===== src/rtl/tod_irq_pkg.sv =====
package tod_irq_pkg;
  localparam int unsigned FIELD_W  = 8;
  localparam int unsigned N_FIELDS = 8;
  localparam int unsigned N_SRC    = FIELD_W - 1;

  // counter field positions (the alarm bytes follow this order)
  localparam int unsigned F_HSEC = 0;
  localparam int unsigned F_HOUR = 1;
  localparam int unsigned F_MIN  = 2;
  localparam int unsigned F_SEC  = 3;

  // exclude-bit positions inside alarm bytes
  localparam int unsigned IGN_BIT      = 7;
  localparam int unsigned HOUR_IGN_BIT = 6;

  typedef logic [N_SRC-1:0] src_vec_t;
endpackage


===== src/rtl/tod_alarm_match.sv =====
module tod_alarm_match
  import tod_irq_pkg::*;
#(
  parameter int unsigned NF       = N_FIELDS,
  parameter int unsigned W        = FIELD_W,
  parameter int unsigned HOUR_IDX = F_HOUR,
  parameter int unsigned IGN      = IGN_BIT,
  parameter int unsigned HOUR_IGN = HOUR_IGN_BIT
) (
  input  logic            clk,
  input  logic            rst_n,
  input  logic [NF-1:0]   wr_sel,
  input  logic [W-1:0]    wdata,
  input  logic [NF*W-1:0] cnt,
  output logic [NF*W-1:0] alarm,
  output logic            match_prev,
  output logic            match_rise
);
  logic [NF-1:0] fld_ok;
  logic          match_now;
  logic          match_d;

  for (genvar k = 0; k < NF; k++) begin : g_fld
    localparam int unsigned IB = (k == HOUR_IDX) ? HOUR_IGN : IGN;
    localparam logic [W-1:0] CMP_MASK = ~(W'(1) << IB);
    logic [W-1:0] al_q;
    logic [W-1:0] al_d;

    always_comb begin
      al_d = al_q;
      if (wr_sel[k]) al_d = wdata;
    end

    always_ff @(posedge clk or negedge rst_n) begin
      if (!rst_n) al_q <= '0;
      else        al_q <= al_d;
    end

    assign fld_ok[k] = al_q[IB] |
                       (((al_q ^ cnt[k*W +: W]) & CMP_MASK) == '0);
    assign alarm[k*W +: W] = al_q;
  end

  assign match_now = &fld_ok;

  always_comb match_d = match_now;

  always_ff @(posedge clk or negedge rst_n) begin
    if (!rst_n) match_prev <= 1'b0;
    else        match_prev <= match_d;
  end

  assign match_rise = match_now & ~match_prev;
endmodule


===== src/rtl/tod_period_detect.sv =====
module tod_period_detect #(
  parameter int unsigned W         = 8,
  parameter int unsigned TENTH_DIV = 10,
  parameter int unsigned NOON_CODE = 12
) (
  input  logic         tick,
  input  logic         fmt24,
  input  logic [W-1:0] hsec,
  input  logic [W-1:0] sec,
  input  logic [W-1:0] mins,
  input  logic [W-1:0] hour,
  output logic [5:0]   ev
);
  localparam logic [W-1:0] TD   = W'(TENTH_DIV);
  localparam logic [W-1:0] NOON = W'(NOON_CODE);

  logic midnight;
  logic sec_wrap;
  logic min_wrap;
  logic hour_wrap;

  always_comb begin
    midnight  = fmt24 ? (hour == '0) : (hour == NOON);
    sec_wrap  = tick && (hsec == '0);
    min_wrap  = sec_wrap && (sec == '0);
    hour_wrap = min_wrap && (mins == '0);
    ev[0] = tick;
    ev[1] = tick && ((hsec % TD) == '0);
    ev[2] = sec_wrap;
    ev[3] = min_wrap;
    ev[4] = hour_wrap;
    ev[5] = hour_wrap && midnight;
  end
endmodule


===== src/rtl/tod_irq_status.sv =====
module tod_irq_status
  import tod_irq_pkg::*;
(
  input  logic     clk,
  input  logic     rst_n,
  input  src_vec_t ev,
  input  logic     mask_wr,
  input  src_vec_t mask_in,
  input  logic     rd_clr,
  output src_vec_t mask_q,
  output src_vec_t pend_q
);
  src_vec_t mask_d;
  src_vec_t pend_d;

  always_comb begin
    mask_d = mask_q;
    if (mask_wr) mask_d = mask_in;
    pend_d = (rd_clr ? '0 : pend_q) | (ev & mask_q);
  end

  always_ff @(posedge clk or negedge rst_n) begin
    if (!rst_n) begin
      mask_q <= '0;
      pend_q <= '0;
    end else begin
      mask_q <= mask_d;
      pend_q <= pend_d;
    end
  end
endmodule


===== src/rtl/tod_alarm_irq.sv =====
module tod_alarm_irq
  import tod_irq_pkg::*;
#(
  parameter int unsigned ADDR_W     = 5,
  parameter int unsigned ALARM_BASE = 8,
  parameter int unsigned IRQ_ADDR   = 16
) (
  input  logic                        clk,
  input  logic                        rst_n,
  input  logic [ADDR_W-1:0]           addr_i,
  input  logic                        wr_en_i,
  input  logic                        rd_en_i,
  input  logic [FIELD_W-1:0]          wdata_i,
  output logic [FIELD_W-1:0]          rdata_o,
  input  logic [N_FIELDS*FIELD_W-1:0] cnt_i,
  input  logic                        tick_i,
  input  logic                        fmt24_i,
  input  logic                        gie_i,
  output logic                        irq_o
);
  localparam int unsigned NF = N_FIELDS;
  localparam int unsigned W  = FIELD_W;
  localparam logic [ADDR_W-1:0] IRQ_A = ADDR_W'(IRQ_ADDR);

  logic [NF-1:0]   wr_sel;
  logic [NF*W-1:0] alarm_flat;
  logic            match_prev;
  logic            match_rise;
  logic [5:0]      per_ev;
  src_vec_t        ev_all;
  src_vec_t        mask_q;
  src_vec_t        pend_q;
  logic            irq_hit;

  assign irq_hit = (addr_i == IRQ_A);

  for (genvar k = 0; k < NF; k++) begin : g_sel
    assign wr_sel[k] = wr_en_i && (addr_i == ADDR_W'(ALARM_BASE + k));
  end

  tod_alarm_match #(
    .NF(NF), .W(W), .HOUR_IDX(F_HOUR), .IGN(IGN_BIT), .HOUR_IGN(HOUR_IGN_BIT)
  ) u_match (
    .clk(clk), .rst_n(rst_n), .wr_sel(wr_sel), .wdata(wdata_i), .cnt(cnt_i),
    .alarm(alarm_flat), .match_prev(match_prev), .match_rise(match_rise)
  );

  tod_period_detect #(.W(W)) u_period (
    .tick(tick_i), .fmt24(fmt24_i),
    .hsec(cnt_i[F_HSEC*W +: W]), .sec(cnt_i[F_SEC*W +: W]),
    .mins(cnt_i[F_MIN*W +: W]), .hour(cnt_i[F_HOUR*W +: W]),
    .ev(per_ev)
  );

  assign ev_all = {per_ev, match_rise};

  tod_irq_status u_status (
    .clk(clk), .rst_n(rst_n), .ev(ev_all),
    .mask_wr(wr_en_i && irq_hit), .mask_in(wdata_i[N_SRC-1:0]),
    .rd_clr(rd_en_i && irq_hit), .mask_q(mask_q), .pend_q(pend_q)
  );

  always_comb begin
    rdata_o = '0;
    if (irq_hit) rdata_o = {|pend_q, pend_q};
    for (int k = 0; k < NF; k++) begin
      if (addr_i == ADDR_W'(ALARM_BASE + k)) rdata_o = alarm_flat[k*W +: W];
    end
  end

  assign irq_o = gie_i & (|pend_q);
endmodule


===== config.mk =====
export PLATFORM = sky130hd
export DESIGN_NAME = tod_alarm_irq
export DESIGN_NICKNAME = d
export VERILOG_FILES = /design/src/rtl/tod_irq_pkg.sv /design/src/rtl/tod_alarm_match.sv /design/src/rtl/tod_period_detect.sv /design/src/rtl/tod_irq_status.sv /design/src/rtl/tod_alarm_irq.sv
export SDC_FILE = /design/constraint.sdc
export NUM_CORES = 1
export LEC_CHECK = 0
export CAP_MARGIN = 20
export CORE_ASPECT_RATIO = 1.75
export CORE_MARGIN = 3
export CORE_UTILIZATION = 41
export CTS_BUF_LIST = sky130_fd_sc_hd__clkbuf_4 sky130_fd_sc_hd__clkbuf_8 sky130_fd_sc_hd__clkbuf_16
export DETAILED_ROUTE_END_ITERATION = 10
export DONT_BUFFER_PORTS = 1
export SLEW_MARGIN = 20
export SYNTH_ARGS = -nofsm -noshare
export SYNTH_HDL_FRONTEND = slang
export SYNTH_SLANG_ARGS = --single-unit

===== constraint.sdc =====
create_clock -name clk -period 3 [get_ports clk]
set_clock_uncertainty 0.05 [all_clocks]
set_input_delay 0.6 -clock clk [delete_from_list [all_inputs] [get_ports clk]]
set_output_delay 0.6 -clock clk [all_outputs]
set_load 0.05 [all_outputs]

==> impl_metrics.env, run 1 <==
export IMPL_yosys_top_cells_count="79 x dfrtp_1, 71 x mux2_2, 33 x xnor2_1, 30 x nand2_1, 24 x xor2_1"
export IMPL_setup_violations=0
export IMPL_vias=3529
export IMPL_synth_most_common_cell="dfrtp_1"
export IMPL_min_period_ns=2.66
export IMPL_cpMaxStageDelayCell="nor3_2"
export IMPL_fp_dieArea_mm2=0.0127
export IMPL_cts_max_level=3
export IMPL_grt_max_degree=80
export IMPL_ys_warn_count=0
export IMPL_detail_route_antenna_nets=0
export IMPL_outcome="complete, no violations"
export IMPL_wl_per_cell_um=25.0
export IMPL_cp_start_kind="primary input"
export IMPL_cts_tree="yes"
export IMPL_ys_ff_latch=79
export IMPL_synthCells=423
export IMPL_crit_family="simple AND/OR/NAND/NOR gates"
export IMPL_async_flop_share_pct=100
export IMPL_setup_ws_ns=0.341
export IMPL_grt_pass1_vias=3834
export IMPL_cp_cell_sequence="nand2b_1 > nor3_2 > a222oi_1 > nand2_1 > o21ai_0 > nand3_1 > buf_4"
export IMPL_rows=50
export IMPL_drv_cap=0
export IMPL_ir_worst_vdd_v=0.000369
export IMPL_antenna_found_initial=0
export IMPL_routabilityCongestion=0.889
export IMPL_rsz0062_at_grt="false"
export IMPL_power_total_w=0.00320
export IMPL_grt_overflow=0
export IMPL_worst_path_largest_cell_delay_ns=0.42
export IMPL_hold_slack_ns=0.115
export IMPL_io_buffers=0
export IMPL_post_route_drc_count=0
export IMPL_synthDominantCellAreaShare_pct=42.6
export IMPL_root_buffer="clkbuf_16"
export IMPL_syn_avg_cell_area_um2=11.0
export IMPL_final_util_pct=47.7
export IMPL_ff2ff_setup_slack_ns=0.78
export IMPL_max_freq_mhz=376
export IMPL_crit_path_end_kind="primary output"
export IMPL_grt_usage_pct=22.9
export IMPL_nNetsFinal=520
export IMPL_drive_above_1_share_pct=26.0
export IMPL_synth_area_top_cells="dfrtp_1 43%, mux2_2 17%, xnor2_1 6.2%"
export IMPL_synth_distinct_cells=55
export IMPL_synth_ff_type="dfrtp_1"
export IMPL_arrival_ns=2.01
export IMPL_die_h_um=147
export IMPL_cts_sinks=79
export IMPL_placed_area_mm2=0.00484
export IMPL_required_ns=2.35
export IMPL_timing_rr_start="u_match.g_fld[1].al_q[4]"
export IMPL_clock_latency_ns=0.34
export IMPL_io_pins=93
export IMPL_fin_crit_sh_pct=88.6
export IMPL_initial_core_util_pct=42.6
export IMPL_cts_made_buffers=9
export IMPL_synth_edf_count=0
export IMPL_slew_headroom_pct=59.3
export IMPL_tightest_slew_ns=0.606
export IMPL_wl_um=14200
export IMPL_via_per_inst=6.20
export IMPL_drt_iter0_drc=274
export IMPL_startpoint="addr_i[4]"
export IMPL_cts_setup_buffers=0
export IMPL_hold_path_class="in -> async"
export IMPL_yosys_area_top_type="dfrtp_1"
export IMPL_r2r_worst_path_cells=6
export IMPL_path_class="in -> out"
export IMPL_dp_worst_setup_slack_ns=0.289
export IMPL_antenna_cells=0
export IMPL_clockBufferDepth=2
export IMPL_critPathMaxFanout=10
export IMPL_dr_pass1_iters=4
export IMPL_core_mm2=0.0109
export IMPL_final_hold_viol_count=0
export IMPL_ys_seq_area_share_pct=42.6
export IMPL_p_leak_nw=2.16
export IMPL_grt_first_pass_wirelength_um=21700
export IMPL_fp_dieW_um=86.4
export IMPL_synth_net_count=508
export IMPL_drv_slew=0
export IMPL_syn_area_mm2=0.00464
export IMPL_dpl_hpwl_um=10900
export IMPL_fin_area_mm2=0.00519
export IMPL_cts_reportedPaths_clkPinSlew_ns=0.06
export IMPL_cp_num_buf_inv=1
export IMPL_rr_endpoint="u_status.pend_q[0]"
export IMPL_syn_to_final_growth_pct=11.9
export IMPL_p_per_area_mw_per_mm2=616
-- placed cells by master, fill, tap and decap left out, types with 8 or more instances in the layout --
cell type / netlist / layout
a22o_1: 9 / 9
buf_4: 2 / 12
a21oi_1: 13 / 13
mux2_2: 71 / 71
xnor2_1: 33 / 33
o21ai_0: 9 / 8
nor2_1: 11 / 11
nand4_1: 9 / 9
clkbuf_16: 0 / 9
xor2_1: 24 / 24
nand2_1: 30 / 30
nor2b_1: 9 / 9
nor4_1: 16 / 16
dfrtp_1: 79 / 79
-- per-layer routing --
| metal | global-route usage [%] | share of wire, % |
|---|---|---|
| met3 | 4.43 | 5.4 |
| met2 | 42.9 | 56 |
| met5 | 0 | 0 |
| met1 | 24.2 | 35 |
| met4 | 9.44 | 3.5 |
-- power by group --
part	total, W	internal, W	switching [W]	leakage [nW]
Clock	0.00115	0.000730	0.000418	0.154
Sequential	0.00149	0.00126	0.000225	1.01
Combinational	0.000561	0.000321	0.000240	0.991
Total	0.00320	0.00231	0.000882	2.16
-- final cells by class --
cell class                 instances  area, um^2
timing repair buffer              13         118
sequential                        79        1980
clock buffer                      13         280
multi-input combinational        326        2590
inverter                           6        22.5
clock inverter                     2        37.5
fill                            1046        5700
tap                              130         163
-- worst max-delay path by stage --
| stage | end | slack, ns | depth (start not counted) |
|---|---|---|---|
| finish | rdata_o[4] | 0.34 | 7 |
| detailed placement | u_status.pend_q[2] | 0.29 | 9 |
| floorplan | rdata_o[1] | -0.03 | 6 |
| global route | rdata_o[4] | 0.19 | 7 |
| global placement | u_status.pend_q[2] | 0.33 | 9 |
| CTS | rdata_o[6] | 0.34 | 6 |
-- sequential cells by signal, summed over array words and instances (netlist names) --
register and count:
u_match.match_prev 1, u_match.g_fld.al_q 64, u_status.mask_q 7, u_status.pend_q 7
-- per-stage QoR --
stage / std cells / TNS (ns)
2_1_floorplan: 423 / -0.0524
3_3_place_gp: 553 / 0
3_5_place_dp: 553 / 0
4_1_cts: 569 / 0
5_1_grt: 569 / 0
6_report: 569 / 0
-- repair_timing --
| action | CTS | global route |
|---|---|---|
| hold buffers | 1 | 0 |
| endpoints found under the setup margin | 0 | 0 |
| hold endpoints to repair | 79 | 0 |
| gates resized for setup | 0 | 0 |
-- kinds of logic (layout without fill, tap and decap cells) --
family,after synthesis,in the layout,share of synthesized area (%)
multiplexers,73,73,17.7
buffers and inverters,18,34,1.89
flip-flops,79,79,42.6
adder cells (fa/ha/maj),1,1,0.270
AO/OA/AOI/OAI,82,82,13.2
AND/OR/NAND/NOR,113,113,13.6
XOR/XNOR,57,57,10.8
Power figures use the tool's default switching activity.
==> run 2: changes to the inputs <==
REMOVE_ABC_BUFFERS = 1   (was default)
==> impl_metrics.env, run 2 (synthesis results as in run 1) <==
export IMPL_antenna_found_initial=0
export IMPL_largestRegisters="u_match.g_fld.al_q (64), u_status.mask_q (7), u_status.pend_q (7)"
export IMPL_wl_per_cell_um=24.9
export IMPL_cts_sinks=79
export IMPL_nNetsFinal=522
export IMPL_min_period_ns=2.73
export IMPL_routabilityCongestion=0.884
export IMPL_final_util_pct=47.2
export IMPL_largest_reg_flops=64
export IMPL_post_cts_resize_count=0
export IMPL_rr_endpoint="u_status.pend_q[0]"
export IMPL_grt_first_pass_wirelength_um=21700
export IMPL_path_class="in -> out"
export IMPL_via_per_inst=6.33
export IMPL_p_leak_nw=2.15
export IMPL_cp_cell_sequence="nor2_1 > and3_1 > a22o_1 > a221oi_1 > a31oi_1 > buf_4"
export IMPL_io_buffers=0
export IMPL_setup_ws_ns=0.271
export IMPL_crit_path_end_kind="primary output"
export IMPL_rows=50
export IMPL_cp_start_kind="primary input"
export IMPL_slew_headroom_pct=53.3
export IMPL_grt_usage_pct=22.9
export IMPL_fin_cells=569
export IMPL_wl_um=14200
export IMPL_cts_setup_buffers=0
export IMPL_power_total_w=0.00305
export IMPL_arrival_ns=2.08
export IMPL_outcome="complete, no violations"
export IMPL_grt_pass1_vias=3801
export IMPL_grt_max_degree=80
export IMPL_grt_overflow=0
export IMPL_ff2ff_setup_slack_ns=0.67
export IMPL_cts_tree="yes"
export IMPL_rsz0062_at_grt="false"
export IMPL_post_route_drc_count=0
export IMPL_worst_path_largest_cell_delay_ns=0.43
export IMPL_fp_dieArea_mm2=0.0127
export IMPL_critPathMaxFanout=10
export IMPL_dpl_hpwl_um=10900
export IMPL_vias=3603
export IMPL_setup_violations=0
export IMPL_cts_max_level=3
export IMPL_drt_iter0_drc=297
export IMPL_drv_cap=0
export IMPL_tightest_slew_ns=0.694
export IMPL_finalSetupTns_ns=0
export IMPL_r2r_worst_path_cells=6
export IMPL_final_cell_mix="79 x dfrtp_1, 71 x mux2_2, 33 x xnor2_1, 30 x nand2_1, 24 x xor2_1"
export IMPL_dr_pass1_iters=5
export IMPL_io_pins=93
export IMPL_core_mm2=0.0109
export IMPL_timing_rr_start="u_match.g_fld[1].al_q[4]"
export IMPL_max_freq_mhz=366
export IMPL_die_h_um=147
export IMPL_required_ns=2.35
export IMPL_layout_commonest_cell="dfrtp_1"
export IMPL_cts_made_buffers=9
export IMPL_detail_route_antenna_nets=0
export IMPL_cts_reportedPaths_clkPinSlew_ns=0.06
export IMPL_fin_crit_sh_pct=91.0
export IMPL_root_buffer="clkbuf_16"
export IMPL_drv_slew=0
export IMPL_final_hold_viol_count=0
export IMPL_clockBufferDepth=2
export IMPL_hold_path_class="in -> async"
export IMPL_dp_worst_setup_slack_ns=0.302
export IMPL_cp_num_buf_inv=1
export IMPL_top_register="u_match.g_fld.al_q"
export IMPL_clock_latency_ns=0.33
export IMPL_antenna_cells=0
export IMPL_syn_to_final_growth_pct=10.8
export IMPL_crit_family="compound AO/OA/AOI/OAI gates"
export IMPL_cpMaxStageDelayCell="a221oi_1"
export IMPL_fp_dieW_um=86.4
export IMPL_p_per_area_mw_per_mm2=594
export IMPL_drive_above_1_share_pct=25.3
export IMPL_initial_core_util_pct=42.6
export IMPL_ir_worst_vdd_v=0.000402
export IMPL_placed_cells=555
run 2: cell types whose count changed in the layout (fill, tap and decap cells not counted), sizes merged:
cell,before,now
buf,13,15
bufinv,1,0
clkbuf,13,12
clkinv,0,1
clkinvlp,1,0
run 2: how the worst max path moves through the flow:
stage	startpoint	to	slack, ns	depth (start not counted)
global placement	addr_i[1]	rdata_o[0]	0.31	7
CTS	addr_i[1]	rdata_o[5]	0.28	6
finish	addr_i[1]	rdata_o[5]	0.27	6
detailed placement	cnt_i[6]	u_status.pend_q[2]	0.30	9
floorplan	addr_i[1]	rdata_o[7]	-0.06	6
global route	addr_i[1]	rdata_o[5]	0.18	6
run 2: power breakdown:
part,internal [W],switching [W],leakage (nW)
Sequential,0.00126,0.000221,1.01
Clock,0.000612,0.000395,0.136
Combinational,0.000320,0.000241,1.00
run 2: repair_timing:
item / in CTS / in global routing
hold endpoints to repair: 79 / 0
setup endpoints to repair: 0 / 0
hold buffers: 1 / 0
run 2: layer usage:
metal / wire length (um) / track usage [%] / up-vias
met5: 0 / 0 / -
met4: 540 / 10.1 / 0
met3: 865 / 5.05 / 31
met2: 7730 / 41.5 / 137
met1: 5030 / 24.7 / 1811
li1: - / - / 1624
run 2: area by class of cell:
class,count,area [um^2]
clock inverter,1,5.00
tap,130,163
sequential,79,1980
timing repair buffer,15,133
inverter,6,22.5
fill,1058,5750
multi-input combinational,326,2570
clock buffer,12,267
run 2: per-stage QoR:
step	area (um^2)	hold slack, ns
after global placement	4840	0.257
after floorplan	4570	0.254
after detailed placement	4840	0.256
after global routing	5140	0.125
final	5140	0.0821
after CTS	5140	0.127
==> run 3: changes to the inputs <==
BUFFER_PORTS_ARGS = -buffer_cell sky130_fd_sc_hd__buf_4   (was default)
CORE_MARGIN = 4   (was 3)
DONT_BUFFER_PORTS = default   (was 1)
==> impl_metrics.env, run 3 (synthesis results as in run 1) <==
export IMPL_worst_path_largest_cell_delay_ns=0.37
export IMPL_cts_made_buffers=9
export IMPL_ff2ff_setup_slack_ns=0.83
export IMPL_largestRegisters="u_match.g_fld.al_q (64), u_status.mask_q (7), u_status.pend_q (7)"
export IMPL_timing_rr_start="u_match.g_fld[1].al_q[0]"
export IMPL_p_per_area_mw_per_mm2=576
export IMPL_cpMaxStageDelayCell="a221oi_1"
export IMPL_top_register="u_match.g_fld.al_q"
export IMPL_cts_max_level=3
export IMPL_wl_um=14500
export IMPL_detail_route_antenna_nets=0
export IMPL_grt_max_degree=80
export IMPL_slew_headroom_pct=33.4
export IMPL_grt_pass1_vias=4031
export IMPL_layout_commonest_cell="buf_4"
export IMPL_final_hold_viol_count=0
export IMPL_grt_first_pass_wirelength_um=22100
export IMPL_final_cell_mix="101 x buf_4, 79 x dfrtp_1, 71 x mux2_2, 33 x xnor2_1, 30 x nand2_1"
export IMPL_ir_worst_vdd_v=0.000398
export IMPL_cts_setup_buffers=0
export IMPL_drv_cap=0
export IMPL_clockBufferDepth=2
export IMPL_setup_violations=0
export IMPL_crit_path_end_kind="primary output"
export IMPL_cp_cell_sequence="buf_4 > nor2_1 > and3_1 > a22o_1 > a221oi_1 > buf_4 > a31oi_1 > buf_4"
export IMPL_syn_to_final_growth_pct=25.3
export IMPL_fp_dieW_um=88.4
export IMPL_p_leak_nw=2.58
export IMPL_die_h_um=149
export IMPL_drive_above_1_share_pct=37.8
export IMPL_tightest_slew_ns=1.00
export IMPL_fill_cells=1035
export IMPL_startpoint="addr_i[0]"
export IMPL_cts_tree="yes"
export IMPL_largest_reg_flops=64
export IMPL_wl_per_cell_um=22.0
export IMPL_cts_reportedPaths_clkPinSlew_ns=0.06
export IMPL_routabilityCongestion=0.914
export IMPL_cts_sinks=79
export IMPL_root_buffer="clkbuf_16"
export IMPL_min_period_ns=2.86
export IMPL_final_util_pct=52.4
export IMPL_rr_endpoint="u_status.pend_q[0]"
export IMPL_post_cts_resize_count=0
export IMPL_fp_dieArea_mm2=0.0131
export IMPL_core_mm2=0.0111
export IMPL_rows=51
export IMPL_rsz0062_at_grt="false"
export IMPL_io_pins=93
export IMPL_r2r_worst_path_cells=5
export IMPL_clock_latency_ns=0.34
export IMPL_required_ns=2.35
export IMPL_nNetsFinal=608
export IMPL_drv_slew=0
export IMPL_grt_overflow=0
export IMPL_hold_slack_ns=0.378
export IMPL_vias=3855
export IMPL_max_freq_mhz=349
export IMPL_outcome="complete, no violations"
export IMPL_path_class="in -> out"
export IMPL_path_common_cell="buf_4"
export IMPL_critPathMaxFanout=12
export IMPL_fin_crit_sh_pct=95.4
export IMPL_hold_path_class="in -> async"
export IMPL_postCtsHoldBufs=0
export IMPL_dpl_hpwl_um=11200
export IMPL_antenna_cells=0
export IMPL_io_buffers=88
export IMPL_post_route_drc_count=0
export IMPL_grt_usage_pct=23.0
export IMPL_via_per_inst=5.85
export IMPL_initial_core_util_pct=41.8
export IMPL_arrival_ns=2.21
export IMPL_cp_start_kind="primary input"
export IMPL_drt_iter0_drc=332
export IMPL_antenna_found_initial=0
export IMPL_dr_pass1_iters=5
[run 3: how the worst max path moves through the flow]
stage / end / slack, ns / cells after the start
detailed placement: u_status.pend_q[2] / 0.09 / 10
finish: rdata_o[6] / 0.14 / 8
floorplan: rdata_o[7] / -0.06 / 6
global route: rdata_o[6] / 0.03 / 8
CTS: rdata_o[6] / 0.15 / 8
global placement: u_status.pend_q[2] / 0.14 / 10
[run 3: critical path: cells and delay by family]
kind	cells	cell delay (ns)
AOI/OAI and AO/OA	3	0.71
buffers and inverters	3	0.56
and+or+nand+nor	2	0.34
[run 3: per-stage QoR]
stage               worst slack (ns)  total power, W  std cells  setup TNS [ns]  area, um^2
CTS                            0.151         0.00337        659               0        5810
global placement               0.140         0.00218        644               0        5500
finish                         0.137         0.00335        659               0        5810
floorplan                    -0.0644         0.00186        411         -0.0644        4570
global route                  0.0318         0.00349        659               0        5810
detailed placement            0.0877         0.00220        644               0        5500
[run 3: metal layers]
| layer | GRT usage [%] | wire length [um] | vias up |
|---|---|---|---|
| met2 | 43.6 | 8310 | 110 |
| met1 | 25.5 | 5340 | 1938 |
| met3 | 3.88 | 648 | 18 |
| met4 | 6.28 | 216 | 0 |
| li1 | - | - | 1789 |
| met5 | 0 | 0 | - |
[run 3: where the power goes]
group | switching [W] | total, W | leakage, nW | internal [W]
sequential | 0.000219 | 0.00148 | 1.01 | 0.00126
clock | 0.000417 | 0.00117 | 0.159 | 0.000753
combinational | 0.000314 | 0.000699 | 1.41 | 0.000386
total | 0.000950 | 0.00335 | 2.58 | 0.00240
[run 3: final cells by class]
| cell class | count | area, um^2 | share of cell area, % |
|---|---|---|---|
| repair buffers | 101 | 758 | 13.0 |
| clock buffers | 11 | 246 | 4.24 |
| well taps | 132 | 165 | 2.84 |
| clock inverters | 4 | 70.1 | 1.21 |
| inverters | 6 | 22.5 | 0.387 |
| multi-input cells | 326 | 2570 | 44.3 |
| flip-flops and latches | 79 | 1980 | 34.0 |
